### src/rtl/fuse_rd_pkg.sv
package fuse_rd_pkg;
  localparam logic [4:0] OFF_CTRL = 5'h04;
  localparam logic [4:0] OFF_DATA = 5'h08;
  localparam logic [4:0] OFF_AUX  = 5'h10;

  localparam int B_LATCH  = 11;
  localparam int B_WEN    = 12;
  localparam int B_WSTART = 13;
  localparam int B_WBUSY  = 14;
  localparam int B_REN    = 24;
  localparam int B_RSTART = 25;
  localparam int B_RBUSY  = 26;
  localparam int B_PD     = 27;
  localparam int B_ENC    = 10;

  typedef struct packed {
    logic        pd;
    logic        rd_start;
    logic        rd_en;
    logic [7:0]  wr_data;
    logic        wr_start;
    logic        wr_en;
    logic        latch;
    logic [10:0] waddr;
  } ctrl_t;
endpackage

### src/rtl/fuse_rd_regs.sv
module fuse_rd_regs
  import fuse_rd_pkg::*;
#(
  parameter int AW = 7
) (
  input  logic          clk_i,
  input  logic          rst_ni,
  input  logic          req_i,
  input  logic          we_i,
  input  logic [4:0]    addr_i,
  input  logic [31:0]   wdata_i,
  input  logic          busy_i,
  input  logic [31:0]   data_i,
  output logic [31:0]   rdata_o,
  output logic          start_o,
  output logic [AW-1:0] laddr_o
);
  ctrl_t         ctrl_q;
  logic          enc_q;
  logic [AW-1:0] laddr_q;
  logic          wr_ctrl, wr_aux, latch_rise;

  assign wr_ctrl    = req_i && we_i && (addr_i == OFF_CTRL);
  assign wr_aux     = req_i && we_i && (addr_i == OFF_AUX);
  assign latch_rise = wr_ctrl && wdata_i[B_LATCH] && !ctrl_q.latch;
  // start gated on pre-write state
  assign start_o    = wr_ctrl && wdata_i[B_RSTART] && !ctrl_q.rd_start &&
                      !ctrl_q.pd && ctrl_q.rd_en && !busy_i;
  assign laddr_o    = laddr_q;

  always_ff @(posedge clk_i or negedge rst_ni) begin
    if (!rst_ni) begin
      ctrl_q    <= '0;
      ctrl_q.pd <= 1'b1;
      enc_q     <= 1'b0;
      laddr_q   <= '0;
    end else begin
      if (wr_ctrl) begin
        ctrl_q.pd       <= wdata_i[B_PD];
        ctrl_q.rd_start <= wdata_i[B_RSTART];
        ctrl_q.rd_en    <= wdata_i[B_REN];
        ctrl_q.wr_data  <= wdata_i[23:16];
        ctrl_q.wr_start <= wdata_i[B_WSTART];
        ctrl_q.wr_en    <= wdata_i[B_WEN];
        ctrl_q.latch    <= wdata_i[B_LATCH];
        ctrl_q.waddr    <= wdata_i[10:0];
      end
      if (wr_aux)     enc_q   <= wdata_i[B_ENC];
      if (latch_rise) laddr_q <= wdata_i[AW-1:0];
    end
  end

  always_comb begin
    rdata_o = '0;
    case (addr_i)
      OFF_CTRL: begin
        rdata_o[10:0]     = ctrl_q.waddr;
        rdata_o[B_LATCH]  = ctrl_q.latch;
        rdata_o[B_WEN]    = ctrl_q.wr_en;
        rdata_o[B_WSTART] = ctrl_q.wr_start;
        rdata_o[23:16]    = ctrl_q.wr_data;
        rdata_o[B_REN]    = ctrl_q.rd_en;
        rdata_o[B_RSTART] = ctrl_q.rd_start;
        rdata_o[B_RBUSY]  = busy_i;
        rdata_o[B_PD]     = ctrl_q.pd;
      end
      OFF_DATA: rdata_o = data_i;
      OFF_AUX:  rdata_o[B_ENC] = enc_q;
      default:  rdata_o = '0;
    endcase
  end

  logic unused_wdata;
  assign unused_wdata = ^{wdata_i[31:28], wdata_i[B_RBUSY], wdata_i[15], wdata_i[B_WBUSY]};

  // a stored strobe of 1 cannot be accepted again on the next write
  p_start_edge_r9: assert property (@(posedge clk_i) disable iff (!rst_ni)
    start_o |=> !start_o);
  // no latch edge, no address change
  p_latch_hold_r4: assert property (@(posedge clk_i) disable iff (!rst_ni)
    (wr_ctrl && !wdata_i[B_LATCH]) |=> $stable(laddr_o));
endmodule

### src/rtl/fuse_rd_array.sv
module fuse_rd_array #(
  parameter int WORD_BYTES  = 4,
  parameter int ARRAY_BYTES = 512,
  parameter int LATENCY     = 8,
  parameter int AW          = 7
) (
  input  logic                    clk_i,
  input  logic                    rst_ni,
  input  logic                    req_i,
  input  logic [AW-1:0]           addr_i,
  output logic                    valid_o,
  output logic [8*WORD_BYTES-1:0] data_o
);
  localparam int IW = $clog2(ARRAY_BYTES);
  localparam int CW = (LATENCY > 1) ? $clog2(LATENCY) : 1;

  logic [7:0]    cells [ARRAY_BYTES];
  logic          active_q;
  logic [CW-1:0] cnt_q;
  logic [AW-1:0] addr_q;

  for (genvar g = 0; g < ARRAY_BYTES; g++) begin : g_cell
    assign cells[g] = 8'((g * 29 + 60) % 256);
  end

  always_ff @(posedge clk_i or negedge rst_ni) begin
    if (!rst_ni) begin
      active_q <= 1'b0;
      cnt_q    <= '0;
      addr_q   <= '0;
    end else if (req_i) begin
      active_q <= 1'b1;
      cnt_q    <= CW'(LATENCY - 1);
      addr_q   <= addr_i;
    end else if (active_q) begin
      if (cnt_q == '0) active_q <= 1'b0;
      else             cnt_q    <= cnt_q - 1'b1;
    end
  end

  assign valid_o = active_q && (cnt_q == '0);

  for (genvar b = 0; b < WORD_BYTES; b++) begin : g_lane
    logic [IW-1:0] idx;
    assign idx = IW'(addr_q) * IW'(WORD_BYTES) + IW'(b);
    assign data_o[8*b +: 8] = cells[idx];
  end

  // no new access while one is running
  p_req_idle_r6: assert property (@(posedge clk_i) disable iff (!rst_ni)
    req_i |-> !active_q);
endmodule

### src/rtl/fuse_rd_seq.sv
module fuse_rd_seq #(
  parameter int LATENCY = 8,
  parameter int DW      = 32
) (
  input  logic          clk_i,
  input  logic          rst_ni,
  input  logic          start_i,
  input  logic          valid_i,
  input  logic [DW-1:0] rdata_i,
  output logic          req_o,
  output logic          busy_o,
  output logic [31:0]   data_o
);
  localparam int CW = $clog2(LATENCY + 1) + 1;

  logic        busy_q;
  logic [31:0] data_q;
  logic [CW-1:0] busy_cyc_q;

  assign req_o  = start_i;
  assign busy_o = busy_q;
  assign data_o = data_q;

  always_ff @(posedge clk_i or negedge rst_ni) begin
    if (!rst_ni) begin
      busy_q <= 1'b0;
      data_q <= '0;
    end else begin
      if (start_i)      busy_q <= 1'b1;
      else if (valid_i) busy_q <= 1'b0;
      if (valid_i && busy_q) data_q <= 32'(rdata_i);
    end
  end

  // cycles spent busy, for the latency bound below
  always_ff @(posedge clk_i or negedge rst_ni) begin
    if (!rst_ni)     busy_cyc_q <= '0;
    else if (busy_q) busy_cyc_q <= busy_cyc_q + 1'b1;
    else             busy_cyc_q <= '0;
  end

  p_busy_next_r5: assert property (@(posedge clk_i) disable iff (!rst_ni)
    start_i |=> busy_o);
  p_valid_in_busy_r5: assert property (@(posedge clk_i) disable iff (!rst_ni)
    valid_i |-> busy_q);
  p_busy_bound_r5: assert property (@(posedge clk_i) disable iff (!rst_ni)
    busy_q |-> (busy_cyc_q < CW'(LATENCY)));
  p_data_hold_r6: assert property (@(posedge clk_i) disable iff (!rst_ni)
    !valid_i |=> $stable(data_o));
endmodule

### src/rtl/fuse_rd_ctrl.sv
module fuse_rd_ctrl #(
  parameter int WORD_BYTES  = 4,
  parameter int ARRAY_BYTES = 512,
  parameter int LATENCY     = 8
) (
  input  logic        clk_i,
  input  logic        rst_ni,
  input  logic        req_i,
  input  logic        we_i,
  input  logic [4:0]  addr_i,
  input  logic [31:0] wdata_i,
  output logic [31:0] rdata_o
);
  localparam int WORDS = ARRAY_BYTES / WORD_BYTES;
  localparam int AW    = $clog2(WORDS);
  localparam int DW    = 8 * WORD_BYTES;

  logic          start, busy, mac_req, mac_valid;
  logic [AW-1:0] laddr;
  logic [DW-1:0] mac_data;
  logic [31:0]   data;

  fuse_rd_regs #(.AW(AW)) i_regs (
    .clk_i   (clk_i),
    .rst_ni  (rst_ni),
    .req_i   (req_i),
    .we_i    (we_i),
    .addr_i  (addr_i),
    .wdata_i (wdata_i),
    .busy_i  (busy),
    .data_i  (data),
    .rdata_o (rdata_o),
    .start_o (start),
    .laddr_o (laddr)
  );

  fuse_rd_seq #(.LATENCY(LATENCY), .DW(DW)) i_seq (
    .clk_i   (clk_i),
    .rst_ni  (rst_ni),
    .start_i (start),
    .valid_i (mac_valid),
    .rdata_i (mac_data),
    .req_o   (mac_req),
    .busy_o  (busy),
    .data_o  (data)
  );

  fuse_rd_array #(
    .WORD_BYTES (WORD_BYTES),
    .ARRAY_BYTES(ARRAY_BYTES),
    .LATENCY    (LATENCY),
    .AW         (AW)
  ) i_array (
    .clk_i   (clk_i),
    .rst_ni  (rst_ni),
    .req_i   (mac_req),
    .addr_i  (laddr),
    .valid_o (mac_valid),
    .data_o  (mac_data)
  );
endmodule

### config.mk
export PLATFORM = sky130hd
export DESIGN_NAME = fuse_rd_ctrl
export DESIGN_NICKNAME = d
export VERILOG_FILES = /design/src/rtl/fuse_rd_pkg.sv /design/src/rtl/fuse_rd_regs.sv /design/src/rtl/fuse_rd_array.sv /design/src/rtl/fuse_rd_seq.sv /design/src/rtl/fuse_rd_ctrl.sv
export SDC_FILE = /design/constraint.sdc
export NUM_CORES = 1
export LEC_CHECK = 0
export BUFFER_PORTS_ARGS = -buffer_cell sky130_fd_sc_hd__buf_4
export CORE_MARGIN = 2
export CORE_UTILIZATION = 55
export CTS_CLUSTER_DIAMETER = 120
export CTS_CLUSTER_SIZE = 28
export DETAILED_ROUTE_END_ITERATION = 10
export PLACE_DENSITY = 0.79
export SYNTH_ARGS = -nofsm -noshare
export SYNTH_HDL_FRONTEND = slang
export SYNTH_SLANG_ARGS = --single-unit
### constraint.sdc
create_clock -name clk_i -period 6.6 [get_ports clk_i]
set_clock_uncertainty 0.2 [all_clocks]
set_input_delay 0.99 -clock clk_i [delete_from_list [all_inputs] [get_ports clk_i]]
set_output_delay 0.99 -clock clk_i [all_outputs]
set_load 0.01 [all_outputs]
# Word-level counts from Yosys, hierarchy flattened
# Memory sizes are Yosys's and may differ from the RTL's. A register that Yosys moved wholly into a read port is not among the register bits.
# Cells that the tools add are included.
# W data, S select, Z words.
[classes] add_sub_neg=4 multipliers=0 div=0 order_cmp=0 eq_ne=4 shift=0 n_mux=14 bitwise_logic=4 reduce_logical=24
[ops] op="$not A9 Y10" n=4
[ops] op="$pmux W12 S2" n=1
[ops] op="$pmux W10 S2" n=1
[ops] op="$add A9 B2 Y9 const B" n=2
[ops] op="$logic_and A1 B1 Y1" n=12
[ops] op="$add A9 B1 Y9 const B" n=1
[ops] op="$mux W3" n=3
[ops] op="$logic_not A1 Y1" n=8
[ops] op="$pmux W3 S2" n=1
[ops] op="$eq A5 B3 Y1 const B" n=1
[ops] op="$eq A5 B4 Y1 const B" n=1
[ops] op="$eq A5 B5 Y1 const B" n=1
[ops] op="$mux W1" n=5
[ops] op="$mux W4" n=1
[ops] op="$reduce_bool A2 Y1" n=2
[ops] op="$logic_not A3 Y1" n=1
[ops] op="$pmux W1 S3" n=1
[ops] op="$sub A3 B1 Y3 const B" n=1
[ops] op="$mux W2" n=1
[ops] op="$ne A2 B1 Y1 const B" n=1
[ops] op="$reduce_and A2 Y1" n=1
[totals] regBits=45 latchBits=0 mem_bits_rw=0 romBits=16384 inputBits=41 elab_cells=68 n_memories=4
[memory_table] name="(no name shown)" words=512 word_bits=8 read_ports=1 rd_ports_with_merged_regs=1 write_ports=0 line_no="fuse_rd_array.sv:46" source="assign data_o[8*b +: 8] = cells[idx];"
[memory_table] name="(no name shown)" words=512 word_bits=8 read_ports=1 rd_ports_with_merged_regs=1 write_ports=0 line_no="fuse_rd_array.sv:46"
[memory_table] name="(no name shown)" words=512 word_bits=8 read_ports=1 rd_ports_with_merged_regs=1 write_ports=0 line_no="fuse_rd_array.sv:46"
[memory_table] name="(no name shown)" words=512 word_bits=8 read_ports=1 rd_ports_with_merged_regs=1 write_ports=0 line_no="fuse_rd_array.sv:46"

# Longest topological paths before layout
[logic_depth] depth_word=9 mapped_depth=9 ltp_nobuf=7

# By module
# Synthesis repeated with hierarchy kept, for this count alone.
[hier_totals] hier_cells=390 hier_area_um2=4534.3
[modules_own_cells] module="fuse_rd_regs" instances=1 cells_each=118 area_per_inst_um2=1629.1
[modules_own_cells] module="fuse_rd_array" instances=1 cells_each=200 area_per_inst_um2=1515.2
[modules_own_cells] module="fuse_rd_seq" instances=1 cells_each=72 area_per_inst_um2=1390.1

# Worst setup path before layout
# Ideal clock, no wire load.
[synth_timing] kind="input to output" start="in addr_i[1]" end="out rdata_o[18]" arrival_time_ns=2.470 path_slack_ns=2.940 path_stages=4 n_path_buf=1 cell_sequence="or2_1 > nor4b_1 > clkbuf_1 > a22o_1"
[synth_between] elab_chain_cells=2 word_cells_on_any_way=3
[synth_lines] element="start, declared" line_no="fuse_rd_ctrl.sv:10" source="input logic [4:0] addr_i,"
[synth_lines] element="$eq A5 B4 Y1 or $eq A5 B3 Y1 (tied branches)" line_no="fuse_rd_regs.sv:55" source="case (addr_i)"
[synth_lines] element="$pmux W12 S2 (*)" line_no="fuse_rd_regs.sv:55"
[synth_lines] element="end, declared" line_no="fuse_rd_ctrl.sv:12" source="output logic [31:0] rdata_o"
# Every way passes the cells marked *; elsewhere a longest branch is shown, timed or not.

# Worst setup path in the final report
[layout_timing] start="in addr_i[1]" end="out rdata_o[4]"
[layout_between] elab_chain_cells=2 word_cells_on_any_way=3
[layout_lines] element="$eq A5 B4 Y1 or $eq A5 B3 Y1 (tied branches)" line_no="fuse_rd_regs.sv:55"
[layout_lines] element="$pmux W10 S2 (*)" line_no="fuse_rd_regs.sv:55"
# Marks and branches as above.

==> out/results.tsv <==
metric	value	unit
outcome	completed	
FP Rows	29	
FF+latch count, synth	67	
initial antenna violation count	0	
min Tclk post-route	3.87	ns
CTS Sinks	67	
Initial Util	0.575	
gr usage total	0.236	
max layer used	met4	
top post-synthesis cells by area	dfrtp_1 45%, mux2_2 11%, nand2_1 4.9%, o21ai_0 4.2%, a22o_1 4.1%	
Hold Fails Final Rpt	0	
Worst slew margin	0.452	
die area	0.00734	mm²
Hold Buf Count CTS	0	
reg2reg end	i_seq.data_o[7]$_DFFE_PN0P_	
Primary FF master, synth	dfrtp_1	
Setup violations, final	0	
crit start category	input pin	
share of cells above drive strength 1	0.313	
ANT nets after route	0	
net count after synthesis	412	
TNS Setup	0	ns
R2R cell count	6	
clock slew seen by the registers of the worst setup and hold paths	0.06	ns
Max-Cap Viols	0	
routed vias	2932	
clock buffer depth	2	
clk root buf	clkbuf_8	
met3 WL	406	µm
Hold EP	i_seq.data_o[15]$_DFFE_PN0P_	
Hold Crit Class	register to register	
VDD IR-drop max	0.000177	V
grt ovf	0	
Setup Fix Bufs, Post-CTS	0	
Post-CTS Resized	0	
final core utilization	0.686	
CORE AREA	0.00639	mm²
Syn Inst Count	363	
residual DRC count	0	
WL per Instance	16.2	µm
initial drt markers	259	
first-pass GRT wire length	13.6	mm
met2 wire length	3.94	mm
P_leak	2.12	nW
gp weighted congestion	0.868	
Critical R2R Launch	i_array.addr_q[0]$_DFFE_PN0P_	
P per Cell Area	195	mW/mm²
met1 wire length	3.59	mm
placed inst area	0.00419	mm²
Synth Cell Area	0.00367	mm²
register area share after synthesis	0.457	
Initial DRT Pass Iterations	6	
DR vias/cell	5.88	
Critical Path AT	2.68	ns
# diodes	0	
Least-Margin Pin Slew	0.822	ns
fin nets	466	
final slew viol count	0	
share of the synthesized area in the top cell type	0.450	
CP required	5.41	ns
area grow syn2layout	19.4	%
crit path kind	input pin to output pin	
number of library cell types mapped by synthesis	48	
Worst Path Max Fanout	15	
Hold Crit Start	i_seq.data_o[15]$_DFFE_PN0P_	
Post-synth EDFFs	0	
Avg Inst Size Synth	10.1	µm²
final WL	8.08	mm
post-route design area	0.00438	mm²
number of I/O pins	73	
Yosys top cell by area	dfrtp_1	
pin count of the biggest net entering global routing	68	
hold depth	2	
clk_lat worst skew	0.35	ns
CTS tree	built	
CTS H-tree depth	3	
YS warnings	0	
reg2reg setup slack	3.46	ns
crit share post-route	0.587	
die width	85.7	µm
HPWL Detailed	5.38	mm
Worst setup EP type	output pin	
FMAX	258	MHz
placed cell count	483	
RSZ-0062 raised after global routing	false	
IO Port Bufs	65	
FFs w/ async S/R, synth	1.00	
Die Y	85.7	µm
Finished Layout Cells	499	
CTS Buf Count	9	
number of global-route vias before repair	2784	
Power Total	856	µW
[how the worst max path moves through the flow]
stage | from | end | slack, ns
6_report | addr_i[1] | rdata_o[4] | 2.73
3_3_place_gp | addr_i[1] | i_array.addr_q[2]$_DFFE_PN0P_ | 2.67
4_1_cts | addr_i[1] | rdata_o[4] | 2.72
2_1_floorplan | addr_i[1] | rdata_o[18] | 2.94
3_5_place_dp | addr_i[1] | i_array.addr_q[1]$_DFFE_PN0P_ | 2.63
5_1_grt | addr_i[1] | rdata_o[10] | 2.57
[final cells by class]
cell class / instances / area, µm²
fillers: 496 / 2000
inverters: 10 / 37.5
flip-flops and latches: 67 / 1680
repair buffers: 71 / 533
clock inverters: 4 / 51.3
well taps: 77 / 96.3
clock buffers: 12 / 145
multi-input cells: 258 / 1840
[where the power goes]
| group | total (mW) | internal, mW | switching (mW) |
|---|---|---|---|
| sequential | 0.449 | 0.436 | 0.0136 |
| combinational | 0.0655 | 0.0387 | 0.0268 |
| clock | 0.342 | 0.185 | 0.156 |
| total | 0.856 | 0.660 | 0.197 |
[cells in the mapped netlist, types with 2 or more instances]
library cell	instances
a2111oi_0	4
a211oi_1	6
a21oi_1	14
a221o_1	2
a22o_1	17
and2_1	10
and3_1	2
buf_1	3
buf_2	2
clkbuf_1	21
dfrtp_1	66
ha_1	8
inv_1	10
mux2_2	37
mux2_4	5
mux2i_1	2
nand2_1	48
nand2b_1	4
nand3_1	3
nand3b_1	2
nor2_1	14
nor2b_1	7
nor3_1	6
nor4b_1	3
o211ai_1	2
o21ai_0	31
o21bai_1	2
o22ai_1	3
o31ai_1	2
xnor2_1	6
xor2_1	4
[flip-flops by register name, indices dropped and copies added (netlist names)]
signal            flops
i_seq.busy_o          1
i_array.addr_q        6
i_array.cnt_q         3
i_regs.laddr_o        6
i_regs.ctrl_q        25
i_seq.data_o         24
i_regs.enc_q          1
i_array.active_q      1
[placed cells by master, fill, tap and decap left out, types with 2 or more instances in the layout]
cell type	synthesis	routed
o31ai_1	2	2
mux2_4	5	5
clkbuf_8	0	10
nor4b_1	3	2
and2_1	10	10
a21oi_1	14	14
xnor2_1	6	6
nor3_1	6	6
o21bai_1	2	2
and3_1	2	2
nand3b_1	2	2
xor2_1	4	4
a2111oi_0	4	4
buf_4	1	71
nand3_1	3	3
clkbuf_1	21	2
o21ai_0	31	31
mux2i_1	2	2
o22ai_1	3	3
inv_1	10	10
dfrtp_1	66	66
nand2b_1	4	4
a22o_1	17	17
nor2b_1	7	7
nor2_1	14	14
a211oi_1	6	6
a221o_1	2	2
ha_1	8	8
nand2_1	48	48
o211ai_1	2	2
mux2_2	37	37
[per-layer routing]
metal | global-route usage | up-vias
met2 | 0.386 | 102
met3 | 0.0366 | 13
met5 | 0 | -
met4 | 0.0938 | 0
met1 | 0.317 | 1411
li1 | - | 1406
[critical path: stages]
cell	delay [ns]
buf_4	0.10
or2_1	0.28
nor4b_4	0.62
buf_4	0.34
a22o_1	0.21
buf_4	0.13
[stage by stage]
stage          hold slack [ns]  setup slack (ns)
5_1_grt                  0.289              2.57
4_1_cts                  0.279              2.72
3_5_place_dp             0.257              2.63
3_3_place_gp             0.252              2.67
2_1_floorplan            0.235              2.94
6_report                 0.274              2.73
[logic make-up (layout without fill, tap and decap cells)]
family,after synthesis,in the layout,synth area share
buffers and inverters,38,97,0.0426
adder cells (fa/ha/maj),8,8,0.0273
AND/OR/NAND/NOR,104,104,0.142
multiplexers,44,44,0.139
XOR/XNOR,10,10,0.0239
flip-flops,67,67,0.457
AO/OA/AOI/OAI,92,92,0.167
(Power assumes the default switching activity.)
